**src/rtl/frame_pkg.sv**
```systemverilog
package frame_pkg;
  // What the phase counter does at the next rising edge.
  typedef enum logic [1:0] {
    PH_CLEAR = 2'd0,
    PH_LOAD  = 2'd1,
    PH_STEP  = 2'd2,
    PH_HOLD  = 2'd3
  } phase_act_e;
endpackage

```
**src/rtl/frame_phase_ctrl.sv**
```systemverilog
module frame_phase_ctrl
  import frame_pkg::*;
(
  input  logic       rst,
  input  logic       sync_n,
  input  logic       en,
  output phase_act_e act,
  output logic       run
);
  // Priority: reset, then sync, then enable.
  always_comb begin
    if (rst)          act = PH_CLEAR;
    else if (!sync_n) act = PH_LOAD;
    else if (en)      act = PH_STEP;
    else              act = PH_HOLD;
  end

  // Strobes may only be issued in a cycle where the counter advances.
  assign run = (act == PH_STEP);
endmodule

```
**src/rtl/frame_phase_counter.sv**
```systemverilog
module frame_phase_counter
  import frame_pkg::*;
#(
  parameter int CNT_W = 5
) (
  input  logic             clk,
  input  phase_act_e       act,
  input  logic [CNT_W-1:0] preset,
  output logic [CNT_W-1:0] cnt
);
  // The step wraps naturally at 2**CNT_W.
  function automatic logic [CNT_W-1:0] next_phase(input logic [CNT_W-1:0] cur);
    return cur + 1'b1;
  endfunction

  always_ff @(posedge clk) begin
    case (act)
      PH_CLEAR: cnt <= '0;
      PH_LOAD:  cnt <= preset;
      PH_STEP:  cnt <= next_phase(cnt);
      default:  cnt <= cnt;
    endcase
  end
endmodule

```
**src/rtl/frame_strobe_decode.sv**
```systemverilog
module frame_strobe_decode #(
  parameter int CNT_W    = 5,
  parameter int BYTE_LOG = 3
) (
  input  logic             clk,
  input  logic             rst,
  input  logic             run,
  input  logic [CNT_W-1:0] cnt,
  output logic             word_stb,
  output logic             byte_stb
);
  function automatic logic at_word_end(input logic [CNT_W-1:0] c);
    return &c;
  endfunction

  function automatic logic at_byte_end(input logic [CNT_W-1:0] c);
    return &c[BYTE_LOG-1:0];
  endfunction

  logic word_end, byte_end;
  assign word_end = at_word_end(cnt);
  assign byte_end = at_byte_end(cnt);

  assign word_stb = run & word_end;
  assign byte_stb = run & byte_end;

  // a word boundary is always also a byte boundary
  p_nest_r4: assert property (@(posedge clk) disable iff (rst)
    word_stb |-> byte_stb);
  // the word strobe never lasts two cycles
  p_word_single_r2: assert property (@(posedge clk) disable iff (rst)
    word_stb |=> !word_stb);
endmodule

```
**src/rtl/frame_strobe_gen.sv**
```systemverilog
module frame_strobe_gen #(
  parameter int BYTE_LOG = 3,
  parameter int WORD_LOG = 5
) (
  input  logic                clk,
  input  logic                rst,
  input  logic                sync_n,
  input  logic                en,
  input  logic [WORD_LOG-1:0] preset,
  output logic                word_stb,
  output logic                byte_stb
);
  import frame_pkg::*;

  localparam int CNT_W = WORD_LOG;

  phase_act_e       act;
  logic             run;
  logic [CNT_W-1:0] cnt;

  frame_phase_ctrl u_ctrl (
    .rst    (rst),
    .sync_n (sync_n),
    .en     (en),
    .act    (act),
    .run    (run)
  );

  frame_phase_counter #(.CNT_W(CNT_W)) u_cnt (
    .clk    (clk),
    .act    (act),
    .preset (preset),
    .cnt    (cnt)
  );

  frame_strobe_decode #(.CNT_W(CNT_W), .BYTE_LOG(BYTE_LOG)) u_dec (
    .clk      (clk),
    .rst      (rst),
    .run      (run),
    .cnt      (cnt),
    .word_stb (word_stb),
    .byte_stb (byte_stb)
  );

  // both strobes stay quiet during reset
  always_comb begin
    if (rst) begin
      p_reset_quiet_r1: assert (!word_stb && !byte_stb);
    end
  end

  // a low sync loads the preset phase
  p_sync_load_r5: assert property (@(posedge clk) disable iff (rst)
    !sync_n |=> cnt == $past(preset));
  // no strobes while sync is low
  p_sync_quiet_r5: assert property (@(posedge clk) disable iff (rst)
    !sync_n |-> (!word_stb && !byte_stb));
  // a paused counter keeps its phase
  p_hold_r7: assert property (@(posedge clk) disable iff (rst)
    (sync_n && !en) |=> $stable(cnt));
  // a paused counter issues no strobes
  p_hold_quiet_r7: assert property (@(posedge clk) disable iff (rst)
    !en |-> (!word_stb && !byte_stb));
  // a running counter advances by one each cycle
  p_step_r2: assert property (@(posedge clk) disable iff (rst)
    (sync_n && en) |=> cnt == CNT_W'($past(cnt) + 1'b1));
endmodule

```
**config.mk**
```make
export PLATFORM = sky130hd
export DESIGN_NAME = frame_strobe_gen
export DESIGN_NICKNAME = d
export VERILOG_FILES = /design/src/rtl/frame_pkg.sv /design/src/rtl/frame_phase_ctrl.sv /design/src/rtl/frame_phase_counter.sv /design/src/rtl/frame_strobe_decode.sv /design/src/rtl/frame_strobe_gen.sv
export SDC_FILE = /design/constraint.sdc
export NUM_CORES = 1
export LEC_CHECK = 0
export BUFFER_PORTS_ARGS = -buffer_cell sky130_fd_sc_hd__clkbuf_2
export CELL_PAD_IN_SITES_DETAIL_PLACEMENT = 1
export CELL_PAD_IN_SITES_GLOBAL_PLACEMENT = 1
export CORE_AREA = 8 8 45 47
export CTS_CLUSTER_SIZE = 10
export DETAILED_ROUTE_END_ITERATION = 10
export DIE_AREA = 0 0 53 55
export PLACE_DENSITY_LB_ADDON = 0.1
export SLEW_MARGIN = 25
export SYNTH_ARGS = -nofsm -noshare
export SYNTH_HDL_FRONTEND = slang
export SYNTH_SLANG_ARGS = --single-unit
```
**constraint.sdc**
```tcl
create_clock -name clk -period 1.8 [get_ports clk]
set_input_delay 0.36 -clock clk [delete_from_list [all_inputs] [get_ports clk]]
set_output_delay 0.36 -clock clk [all_outputs]
set_load 0.05 [all_outputs]
```
# Yosys cells after proc, flatten, opt, wreduce, memory -nomap -nowiden
# Cells that the tools add are included.
# classes
n_mux,4
n_reduce_logical,4
n_bitwise,2
magnitude_cmp,0
n_addsub,1
n_div,0
mul,0
eq_ne,2
shifts,0
# ops
op,count
$pmux W5 S3,1
$add A5 B1 Y5 const B,1
$reduce_and A5 Y1,1
$mux W2,2
$reduce_and A3 Y1,1
$reduce_bool A3 Y1,1
$and A1 B1 Y1,2
$eq A2 B1 Y1 const B,1
$eq A2 B2 Y1 const B,1
$logic_not A2 Y1,1
$mux W1,1
# totals
memories,0
rom_bits,0
in_bits,9
word_cells,14
latch_bits,0
ff_bits,5
ram_bits,0

# Longest topological paths before layout
# Gate-level depths: netlist of the first run.
# logic_depth
word_depth,5
depth_mapped,5
mapped_depth_nobuf,5

# By module
# A second synthesis of the first run with hierarchy kept.
# unflattened
cells_unflattened,35
area_unflattened_um2,370.4
# by_module_without_submodules
mod,area_per_inst_um2,seq_area_each_um2,instances,cells_each
frame_phase_counter,329.1,150.1,1,30
frame_phase_ctrl,23.8,0.0,1,3
frame_strobe_decode,17.5,0.0,1,2

# Least setup slack after synthesis of the first run
# Ideal clock, no wire load.
# synth_timing
kind,flip-flop to output port
start,reg u_cnt.cnt[0]
end,out word_stb
setup_slack_ns,0.219
path_stages_with_launch,5
t_required_ns,1.440
arrival_ns,1.221
cell_sequence,edfxtp_1 > ha_1 > and3_1 > ha_1 > and3_1
# synth_via
elab_chain_len,2
# synth_rtl
item,line_no,source
from (decl),frame_phase_counter.sv:9,output logic [CNT_W-1:0] cnt
from (signal assigned),frame_phase_counter.sv:19,PH_LOAD: cnt <= preset;
from (signal assigned),frame_phase_counter.sv:20,PH_STEP: cnt <= next_phase(cnt);
from (signal assigned),frame_phase_counter.sv:21,default: cnt <= cnt;
$reduce_and A5 Y1,frame_strobe_decode.sv:13,return &c;
$and A1 B1 Y1,frame_strobe_decode.sv:24,assign word_stb = run & word_end;
to (decl),frame_strobe_gen.sv:10,"output logic word_stb,"
# No other way between the ends.

# Worst setup path in the final report of the first run
# Same ends and word-level chain as after synthesis.

==> results of run 1 <==
[power by group through the flow]
stage	Sequential, W	Combinational (W)	Clock (W)
finish	0.000146	0.0000426	0.000127
global route	0.000147	0.0000494	0.000146
CTS	0.000146	0.0000438	0.000133
detailed placement	0.000147	0.0000406	0
global placement	0.000147	0.0000403	0
floorplan	0.000145	0.0000235	0
[Yosys cell counts]
cell type and n:
edfxtp_1 5, a21oi_1 4, and3_1 4, nand2b_1 4, ha_1 3, nand3_1 3, and4b_1 2, a211o_1 1
buf_6 1, nand3b_1 1, nor2_1 1, nor2b_4 1, or2b_1 1
[per-layer routing]
metal	wire, um	global-route usage	part of all wire	up-vias
li1	-	-	-	148
met1	364	0.0708	0.46	135
met2	354	0.0859	0.44	11
met3	75	0.0241	0.094	2
met4	6	0.0647	0.0075	0
met5	0	0	0	-
[worst max-delay path, delay by kind of cell (launching register included)]
family,cells,cell delay [ps]
flops,1,410
fa+ha+maj,2,340
simple gates,2,320
buf+inv,1,160
[per-stage QoR]
step / total power, W / util / worst slack (ps)
floorplan: 0.000168 / - / 219
CTS: 0.000323 / 0.363 / -48.6
detailed placement: 0.000187 / 0.297 / 82.5
global route: 0.000342 / 0.363 / -81.1
finish: 0.000316 / 0.363 / -34.9
global placement: 0.000187 / 0.297 / 112
[path summary, 6_finish.rpt]
| kind | from | to |
|---|---|---|
| setup / recovery | u_cnt.cnt[0] | word_stb |
| hold / removal | preset[3] | u_cnt.cnt[3] |
| setup reg to reg | u_cnt.cnt[0] | u_cnt.cnt[4] |
| hold reg to reg | u_cnt.cnt[0] | u_cnt.cnt[0] |
[cell type report]
cell class,instances,area [um2],share of cell area
Timing Repair Buffer,12,95.1,0.189
Tap cell,16,20.0,0.0398
Multi-Input combinational cell,25,211,0.420
Clock buffer,4,26.3,0.0522
Sequential cell,5,150,0.299
[timing repair]
action                                  CTS  global route
cloned                                    0             0
endpoints found under the setup margin    1             2
pin swaps                                 1             0
resized for setup                        11             1
setup buffers                             1             0
[kinds of logic after synthesis]
kind of cell    after synthesis  share of synthesized area
flops                         5                      0.435
simple gates                 17                      0.341
buf+inv                       1                     0.0326
compound gates                5                     0.0833
fa+ha+maj                     3                      0.109
==> impl_metrics.py, run 1 <==
metrics = {
    "timing": {
        "period_share": 1.02,
        "whs_ps": 413,
        "period_minus_slack_ps": 1830,
        "tightest_slew_ps": 204,
        "layout_setup_ws_ps": -34.9,
        "clock.fmax_mhz": 545,
        "setup_tns_ps": -34.9,
        "slew_violations": 0,
        "maxSlewHeadroom": 0.864,
        "finClkSkew_ps": 1.20,
        "finalHoldViolCount": 0,
        "setup_viol": 1,
        "grt_setup_unrepaired": "true",
    },
    "final_layout": {
        "top_register": "u_cnt.cnt",
        "layout_commonest_cell": "clkbuf_2",
        "nets": 59,
        "stdcell_area_um2": 503,
        "diodes": 0,
        "drive_gt1_frac": 0.457,
        "area_growth_syn_to_layout_pct": 45.7,
        "fin_cells": 62,
        "reg.largest.list": "u_cnt.cnt x5",
        "largest_reg_flops": 5,
        "fill_cells": 158,
        "final_cell_mix": "8 x clkbuf_2, 5 x edfxtp_1, 4 x nand2b_1, 4 x a21oi_1",
    },
    "worst_hold_path": {
        "hold_class": "in2reg",
        "min_path_cells": 2,
    },
    "cts": {
        "cts_buffers": 3,
        "cts.sinks": 5,
        "clock_path_buffers": 2,
        "cts-root-buf": "clkbuf_4",
        "htreeDepth": 1,
        "cts_hold_buf": 0,
        "clkTransAtPathRegs_ps": 40,
        "cts_tree": "yes",
        "clk_latency_ps": 240,
    },
    "route": {
        "routed_wl_um": 800,
        "route.detailed.drc": 0,
        "first_iter_violations": 1,
        "antenna_left": 0,
        "via_count": 296,
        "dr.pass1.iters": 2,
        "wire_per_inst_um": 12.9,
        "vias_per_cell": 4.77,
    },
    "die": {
        "coreArea_um2": 1380,
        "num_rows": 14,
        "die-area_um2": 2920,
        "num_io_pins": 11,
        "die_x_um": 53,
        "die_y_um": 55,
        "start_util": 0.250,
    },
    "logic_synthesis": {
        "yosysSeqAreaShare": 0.435,
        "yosys_warnings": 0,
        "yosys_register_bits": 5,
        "synth_cell_types": 13,
        "syn_nets": 43,
        "synth.avg_cell_area_um2": 11.1,
        "syn-instance-count": 31,
        "yosysTopAreaCell": "edfxtp_1",
        "synthTopCellsByArea": "edfxtp_1 43%, ha_1 11%, and3_1 7.2%",
        "synth.cell_area_um2": 345,
        "synth_top_area_share": 0.435,
    },
    "critical_path": {
        "critPathArrivalTime_ps": 1470,
        "start_kind": "register",
        "cp.required_ps": 1440,
        "cp-end-kind": "primary output",
        "critPathMaxFanout": 3,
        "r2r_slack_ps": 390,
        "crit_slowest_cell": "edfxtp_1",
        "rr_worst_depth": 5,
        "path_cells": "ha_2 -> and3_4 -> ha_4 -> and3_4 -> clkbuf_16",
        "cp_slowest_stage_delay_ps": 410,
        "worst-setup-path-type": "reg2out",
        "cp_common_cell": "and3_4",
    },
    "placement": {
        "dp.cells": 57,
        "place.gp.congestion": 0.683,
        "placed_cell_area_um2": 412,
        "io_buffers": 10,
    },
    "global_route": {
        "grt_max_degree": 10,
        "grtUsageTotal": 0.0626,
        "grt.overflow.total": 0,
        "grt_pass1_wl_um": 1300,
        "first_global_vias": 325,
        "antenna_found_initial": 0,
    },
    "power_and_ir_drop": {
        "clkPwrFrac": 0.403,
        "switchingPower_w": 0.0000700,
        "p_int_w": 0.000246,
        "pwr_density_cell_nw_per_um2": 628,
        "p_leak_nw": 0.228,
        "pwr-share-comb": 0.135,
        "switching_share": 0.222,
        "max-vdd-ir-drop_mv": 0.216,
        "seqPwrFrac": 0.462,
    },
    "status": {
        "violations": "setup timing",
        "status": "complete, but fails checks",
    },
    "job": {
        "cap_violations": 0,
    },
}
Power figures use the tool's default switching activity.
==> run 2, diff against run 1 <==
--- a/config.mk
+++ b/config.mk
@@ -5,13 +5,13 @@
 export SDC_FILE = /design/constraint.sdc
 export NUM_CORES = 1
 export LEC_CHECK = 0
-export BUFFER_PORTS_ARGS = -buffer_cell sky130_fd_sc_hd__clkbuf_2
 export CELL_PAD_IN_SITES_DETAIL_PLACEMENT = 1
 export CELL_PAD_IN_SITES_GLOBAL_PLACEMENT = 1
 export CORE_AREA = 8 8 45 47
 export CTS_CLUSTER_SIZE = 10
 export DETAILED_ROUTE_END_ITERATION = 10
 export DIE_AREA = 0 0 53 55
+export DONT_BUFFER_PORTS = 1
 export PLACE_DENSITY_LB_ADDON = 0.1
 export SLEW_MARGIN = 25
 export SYNTH_ARGS = -nofsm -noshare
==> run 2 against run 1 <==
  * The flow still finishes with violations (setup timing)
  * Global-route usage rose by 0.21 points
  * Clock skew rose by 3.8 ps
  * Core utilization fell by 3.3 points
  * Sequential power barely moved
  * Design area fell by 9.0%
  * Power fell by 3.1%
  * Non-clock buffer count fell by 8
  * Via count fell by 9.5%
  * Largest power group unchanged
  * Sequential cell count did not move
==> impl_metrics.py, run 2 (synthesized netlist as in run 1, its figures left out) <==
metrics = {
    "die": {
        "start_util": 0.250,
        "die_x_um": 53,
        "die-area_um2": 2920,
        "die_y_um": 55,
        "num_io_pins": 11,
        "num_rows": 14,
        "coreArea_um2": 1380,
    },
    "critical_path": {
        "regToRegEndpoint": "u_cnt.cnt[3]",
        "start_kind": "register",
        "cp.required_ps": 1440,
        "worst-setup-path-type": "reg2out",
        "rr_worst_depth": 4,
        "cp-end-kind": "primary output",
        "critPathMaxFanout": 2,
        "r2r_slack_ps": 370,
        "r2r-start": "u_cnt.cnt[0]",
        "critPathArrivalTime_ps": 1450,
    },
    "placement": {
        "placed_cell_area_um2": 369,
        "post-place-ws_ps": 146,
        "place.gp.congestion": 0.663,
        "io_buffers": 0,
    },
    "final_layout": {
        "reg.largest.list": "u_cnt.cnt x5",
        "drive_gt1_frac": 0.368,
        "final_core_util": 0.331,
        "nets": 51,
        "top_register": "u_cnt.cnt",
        "diodes": 0,
        "layout_commonest_cell": "edfxtp_1",
        "largest_reg_flops": 5,
        "area_growth_syn_to_layout_pct": 32.6,
        "final_cell_mix": "5 x edfxtp_1, 4 x nand2b_1, 4 x a21oi_1",
        "stdcell_area_um2": 458,
    },
    "status": {
        "violations": "setup timing",
        "status": "complete, but fails checks",
    },
    "job": {
        "cap_violations": 0,
    },
    "cts": {
        "cts-root-buf": "clkbuf_4",
        "cts.sinks": 5,
        "clkTransAtPathRegs_ps": 50,
        "cts_buffers": 3,
        "htreeDepth": 1,
        "clock_path_buffers": 2,
        "cts_tree": "yes",
        "clk_latency_ps": 240,
    },
    "worst_hold_path": {
        "min_to": "u_cnt.cnt[0]",
        "min_path_cells": 1,
        "hold_class": "in2reg",
        "hp-start": "rst",
    },
    "power_and_ir_drop": {
        "p_leak_nw": 0.190,
        "pwr_density_cell_nw_per_um2": 668,
        "totalPowerFinal_w": 0.000306,
        "max-vdd-ir-drop_mv": 0.275,
    },
    "timing": {
        "clock.fmax_mhz": 552,
        "period_minus_slack_ps": 1810,
        "slew_violations": 0,
        "layout_setup_ws_ps": -10.2,
        "finalHoldViolCount": 0,
        "tightest_slew_ps": 218,
        "maxSlewHeadroom": 0.855,
        "grt_setup_unrepaired": "true",
        "setup_viol": 1,
        "finClkSkew_ps": 4.99,
        "setup_tns_ps": -10.2,
        "period_share": 1.01,
    },
    "global_route": {
        "grt_pass1_wl_um": 1300,
        "first_global_vias": 285,
        "grt.overflow.total": 0,
        "antenna_found_initial": 0,
        "grt_max_degree": 11,
        "grtUsageTotal": 0.0646,
    },
    "route": {
        "route.detailed.drc": 0,
        "via_count": 268,
        "first_iter_violations": 1,
        "routed_wl_um": 793,
        "antenna_left": 0,
        "dr.pass1.iters": 3,
        "wire_per_inst_um": 14.7,
        "vias_per_cell": 4.96,
    },
}
==> run 2: cell types whose count changed in the layout (fill, tap and decap cells not counted) <==
cell / previous run / this run
clkbuf_2: 8 / 0
and3_4: 2 / 3
and3_1: 2 / 1
buf_8: 1 / 2
clkbuf_16: 1 / 0
==> run 2: power breakdown <==
part	leakage, nW	switching (W)	internal [W]
combinational	0.118	0.0000112	0.0000176
sequential	0.0569	0.00000610	0.000139
clock	0.0150	0.0000476	0.0000839
==> run 2: worst max-delay path, stage by stage, from the launching register on <==
cell	delay, ps
edfxtp_1	400
ha_2	210
and3_4	180
ha_4	140
and3_4	140
buf_8	140
==> run 2: worst max path at each step <==
stage                             from        to
final                     u_cnt.cnt[0]  word_stb
after global routing      u_cnt.cnt[0]  word_stb
after CTS                 u_cnt.cnt[0]  word_stb
after detailed placement  u_cnt.cnt[0]  word_stb
after global placement    u_cnt.cnt[0]  word_stb
after floorplan           u_cnt.cnt[0]  word_stb
==> run 2: metal layers <==
layer	vias to the layer above	share of wire	global-route usage
met2	11	0.41	0.0840
li1	131	-	-
met1	124	0.46	0.0688
met4	0	0.015	0.0776
met5	-	0	0
met3	2	0.11	0.0321
==> run 2: final cells by class <==
type,count,area [um2]
fillers,161,926
repair buffers,4,45.0
multi-input cells,25,216
clock buffers,4,26.3
well taps,16,20.0
flip-flops and latches,5,150
==> run 2: what timing repair did <==
action / CTS / global route
resized for setup: 8 / 3
endpoints found under the setup margin: 1 / 2
buffers inserted: 1 / 1
pin swaps: 2 / 2
hold buffers: 0 / 0
hold endpoints to repair: 0 / 0
==> run 2: metrics by stage <==
stage,hold WS [ps],std cells
3_5_place_dp,552,48
6_report,300,54
2_1_floorplan,549,31
5_1_grt,289,54
3_3_place_gp,550,48
4_1_cts,294,53
==> run 3, diff against run 2 <==
--- a/config.mk
+++ b/config.mk
@@ -5,9 +5,11 @@
 export SDC_FILE = /design/constraint.sdc
 export NUM_CORES = 1
 export LEC_CHECK = 0
+export ABC_AREA = 1
 export CELL_PAD_IN_SITES_DETAIL_PLACEMENT = 1
 export CELL_PAD_IN_SITES_GLOBAL_PLACEMENT = 1
 export CORE_AREA = 8 8 45 47
+export CTS_BUF_LIST = sky130_fd_sc_hd__clkbuf_4
 export CTS_CLUSTER_SIZE = 10
 export DETAILED_ROUTE_END_ITERATION = 10
 export DIE_AREA = 0 0 53 55
==> run 3 against run 2 <==
  * The run now ends clean
  * Global-route usage is 0.38 points lower
  * Wire length is 9.6% lower
  * First-iteration DRC count stayed put
  * Die area stayed put
  * Synthesized cell count is 29% higher
  * Non-clock buffer count stayed put
  * Register-to-register slack better by 110 ps
  * Largest power group is now clock
==> impl_metrics.py, run 3 <==
metrics = {
    "die": {
        "start_util": 0.229,
        "num_io_pins": 11,
        "die_x_um": 53,
        "coreArea_um2": 1380,
        "die_y_um": 55,
        "die-area_um2": 2920,
        "num_rows": 14,
    },
    "critical_path": {
        "endpoint": "word_stb",
        "r2r_slack_ps": 480,
        "cp-end-kind": "primary output",
        "critPathBufInv": 2,
        "start_kind": "register",
        "crit_family": "flip-flops",
        "path_cells": "ha_2 -> nand2_1 -> nor2_2 -> ha_1 -> inv_1 -> nor2_2 -> buf_6",
        "rr_worst_depth": 6,
        "crit_path_start": "u_cnt.cnt[1]",
        "worst-setup-path-type": "reg2out",
        "cp.depth": 7,
        "cp_slowest_stage_delay_ps": 350,
        "regToRegEndpoint": "u_cnt.cnt[4]",
        "critPathMaxFanout": 2,
        "cp_common_cell": "nor2_2",
        "cp.required_ps": 1440,
        "critPathArrivalTime_ps": 1380,
        "crit_slowest_cell": "edfxtp_1",
        "r2r-start": "u_cnt.cnt[1]",
    },
    "timing": {
        "period_share": 0.964,
        "tightest_slew_ps": 359,
        "finClkSkew_ps": 1.18,
        "finalHoldViolCount": 0,
        "period_minus_slack_ps": 1740,
        "maxSlewHeadroom": 0.760,
        "layout_setup_ws_ps": 64.1,
        "grt_setup_unrepaired": "true",
        "clock.fmax_mhz": 576,
        "setup_tns_ps": 0,
        "slew_violations": 0,
        "setup_viol": 0,
    },
    "placement": {
        "place.gp.congestion": 0.725,
        "placed_cell_area_um2": 354,
        "post-place-ws_ps": 198,
        "hpwlAfterDp_um": 610,
        "io_buffers": 0,
    },
    "logic_synthesis": {
        "netlist_top_cells_count": "17 x nand2_1, 6 x inv_1, 5 x edfxtp_1, 4 x nor2_1, 3 x ha_1",
        "yosysSeqAreaShare": 0.474,
        "syn_nets": 52,
        "synth.avg_cell_area_um2": 7.91,
        "yosys_warnings": 0,
        "synth.most_common_cell": "nand2_1",
        "synth_edf_count": 5,
        "synth_cell_types": 9,
        "yosys_register_bits": 5,
        "synth.cell_area_um2": 317,
        "syn-instance-count": 40,
        "yosysTopAreaCell": "edfxtp_1",
        "synth_ff_type": "edfxtp_1",
        "async_flop_share": 0,
        "synth_top_area_share": 0.474,
        "synthTopCellsByArea": "edfxtp_1 47%, nand2_1 20%, ha_1 12%",
    },
    "global_route": {
        "grt_max_degree": 6,
        "first_global_vias": 304,
        "antenna_found_initial": 0,
        "grt.overflow.total": 0,
        "grtUsageTotal": 0.0608,
        "grt_pass1_wl_um": 1260,
    },
    "final_layout": {
        "final_cell_mix": "17 x nand2_1, 6 x inv_1, 5 x edfxtp_1",
        "reg.largest.list": "u_cnt.cnt x5",
        "top_register": "u_cnt.cnt",
        "diodes": 0,
        "area_growth_syn_to_layout_pct": 28.9,
        "largest_reg_flops": 5,
        "layout_commonest_cell": "nand2_1",
        "nets": 61,
        "drive_gt1_frac": 0.250,
        "stdcell_area_um2": 408,
    },
    "power_and_ir_drop": {
        "pwr_density_cell_nw_per_um2": 792,
        "p_leak_nw": 0.200,
        "max-vdd-ir-drop_mv": 0.328,
    },
    "worst_hold_path": {
        "hold_class": "in2reg",
    },
    "status": {
        "status": "complete, no violations",
    },
    "route": {
        "vias_per_cell": 4.33,
        "route.detailed.drc": 0,
        "first_iter_violations": 1,
        "routed_wl_um": 717,
        "wire_per_inst_um": 11.2,
        "antenna_left": 0,
        "dr.pass1.iters": 2,
        "via_count": 277,
    },
    "job": {
        "cap_violations": 0,
    },
    "cts": {
        "cts-root-buf": "clkbuf_4",
        "cts.sinks": 5,
        "cts_hold_buf": 0,
        "htreeDepth": 1,
        "cts_buffers": 3,
        "cts_tree": "yes",
        "clock_path_buffers": 2,
        "clk_latency_ps": 240,
        "clkTransAtPathRegs_ps": 40,
    },
}
==> run 3: cell types whose count changed in the layout (fill, tap and decap cells not counted), sizes merged, moves of 2 or more <==
cell	before	now
a21oi	4	0
nand2b	4	0
inv	0	6
and4b	2	0
nor2	1	5
and3	4	0
nand2	0	17
==> run 3: how the worst min path moves through the flow <==
| stage | startpoint | endpoint | slack, ps | cells past startpoint |
|---|---|---|---|---|
| final | preset[2] | u_cnt.cnt[2] | 310 | 2 |
| after global placement | preset[1] | u_cnt.cnt[1] | 550 | 2 |
| after detailed placement | preset[4] | u_cnt.cnt[4] | 550 | 2 |
| after global routing | preset[2] | u_cnt.cnt[2] | 300 | 2 |
| after CTS | preset[4] | u_cnt.cnt[4] | 300 | 2 |
| after floorplan | preset[1] | u_cnt.cnt[1] | 550 | 2 |
==> run 3: report_power, final <==
| group | switching (W) | total [W] | internal, W | leakage (nW) |
|---|---|---|---|---|
| Sequential | 0.00000537 | 0.000145 | 0.000140 | 0.0569 |
| Combinational | 0.0000186 | 0.0000321 | 0.0000135 | 0.124 |
| Clock | 0.0000468 | 0.000146 | 0.0000989 | 0.0184 |
| Total | 0.0000708 | 0.000323 | 0.000252 | 0.200 |
==> run 3: through the flow <==
| stage | utilization | hold slack (ps) | cells | power (W) |
|---|---|---|---|---|
| global route | 0.295 | 303 | 64 | 0.000342 |
| detailed placement | 0.256 | 553 | 58 | 0.000174 |
| floorplan | - | 546 | 40 | 0.000167 |
| finish | 0.295 | 308 | 64 | 0.000323 |
| global placement | 0.256 | 549 | 58 | 0.000174 |
| CTS | 0.291 | 300 | 64 | 0.000328 |
==> run 3: repair_timing <==
item,CTS,global route
resized for setup,1,2
setup buffers,2,0
setup endpoints to repair,1,1
pin swaps,0,3
==> run 3: final cells by class <==
class	instances	area, um2
multi-input cells	29	151
flip-flops and latches	5	150
well taps	16	20.0
clock buffers	4	30.0
inverters	6	22.5
fillers	181	976
repair buffers	4	33.8
==> run 3: logic make-up after synthesis <==
kind of cell	synth area share
AND/OR/NAND/NOR	0.320
buffers and inverters	0.0711
flip-flops	0.474
adder cells (fa/ha/maj)	0.119
AO/OA/AOI/OAI	0.0158
==> run 3: per-layer routing <==
metal / global-route usage / vias up / share of wire
met5: 0 / - / 0
met4: 0.0647 / 0 / 0.013
met3: 0.0241 / 2 / 0.10
met2: 0.0859 / 8 / 0.44
met1: 0.0658 / 125 / 0.44
li1: - / 142 / -
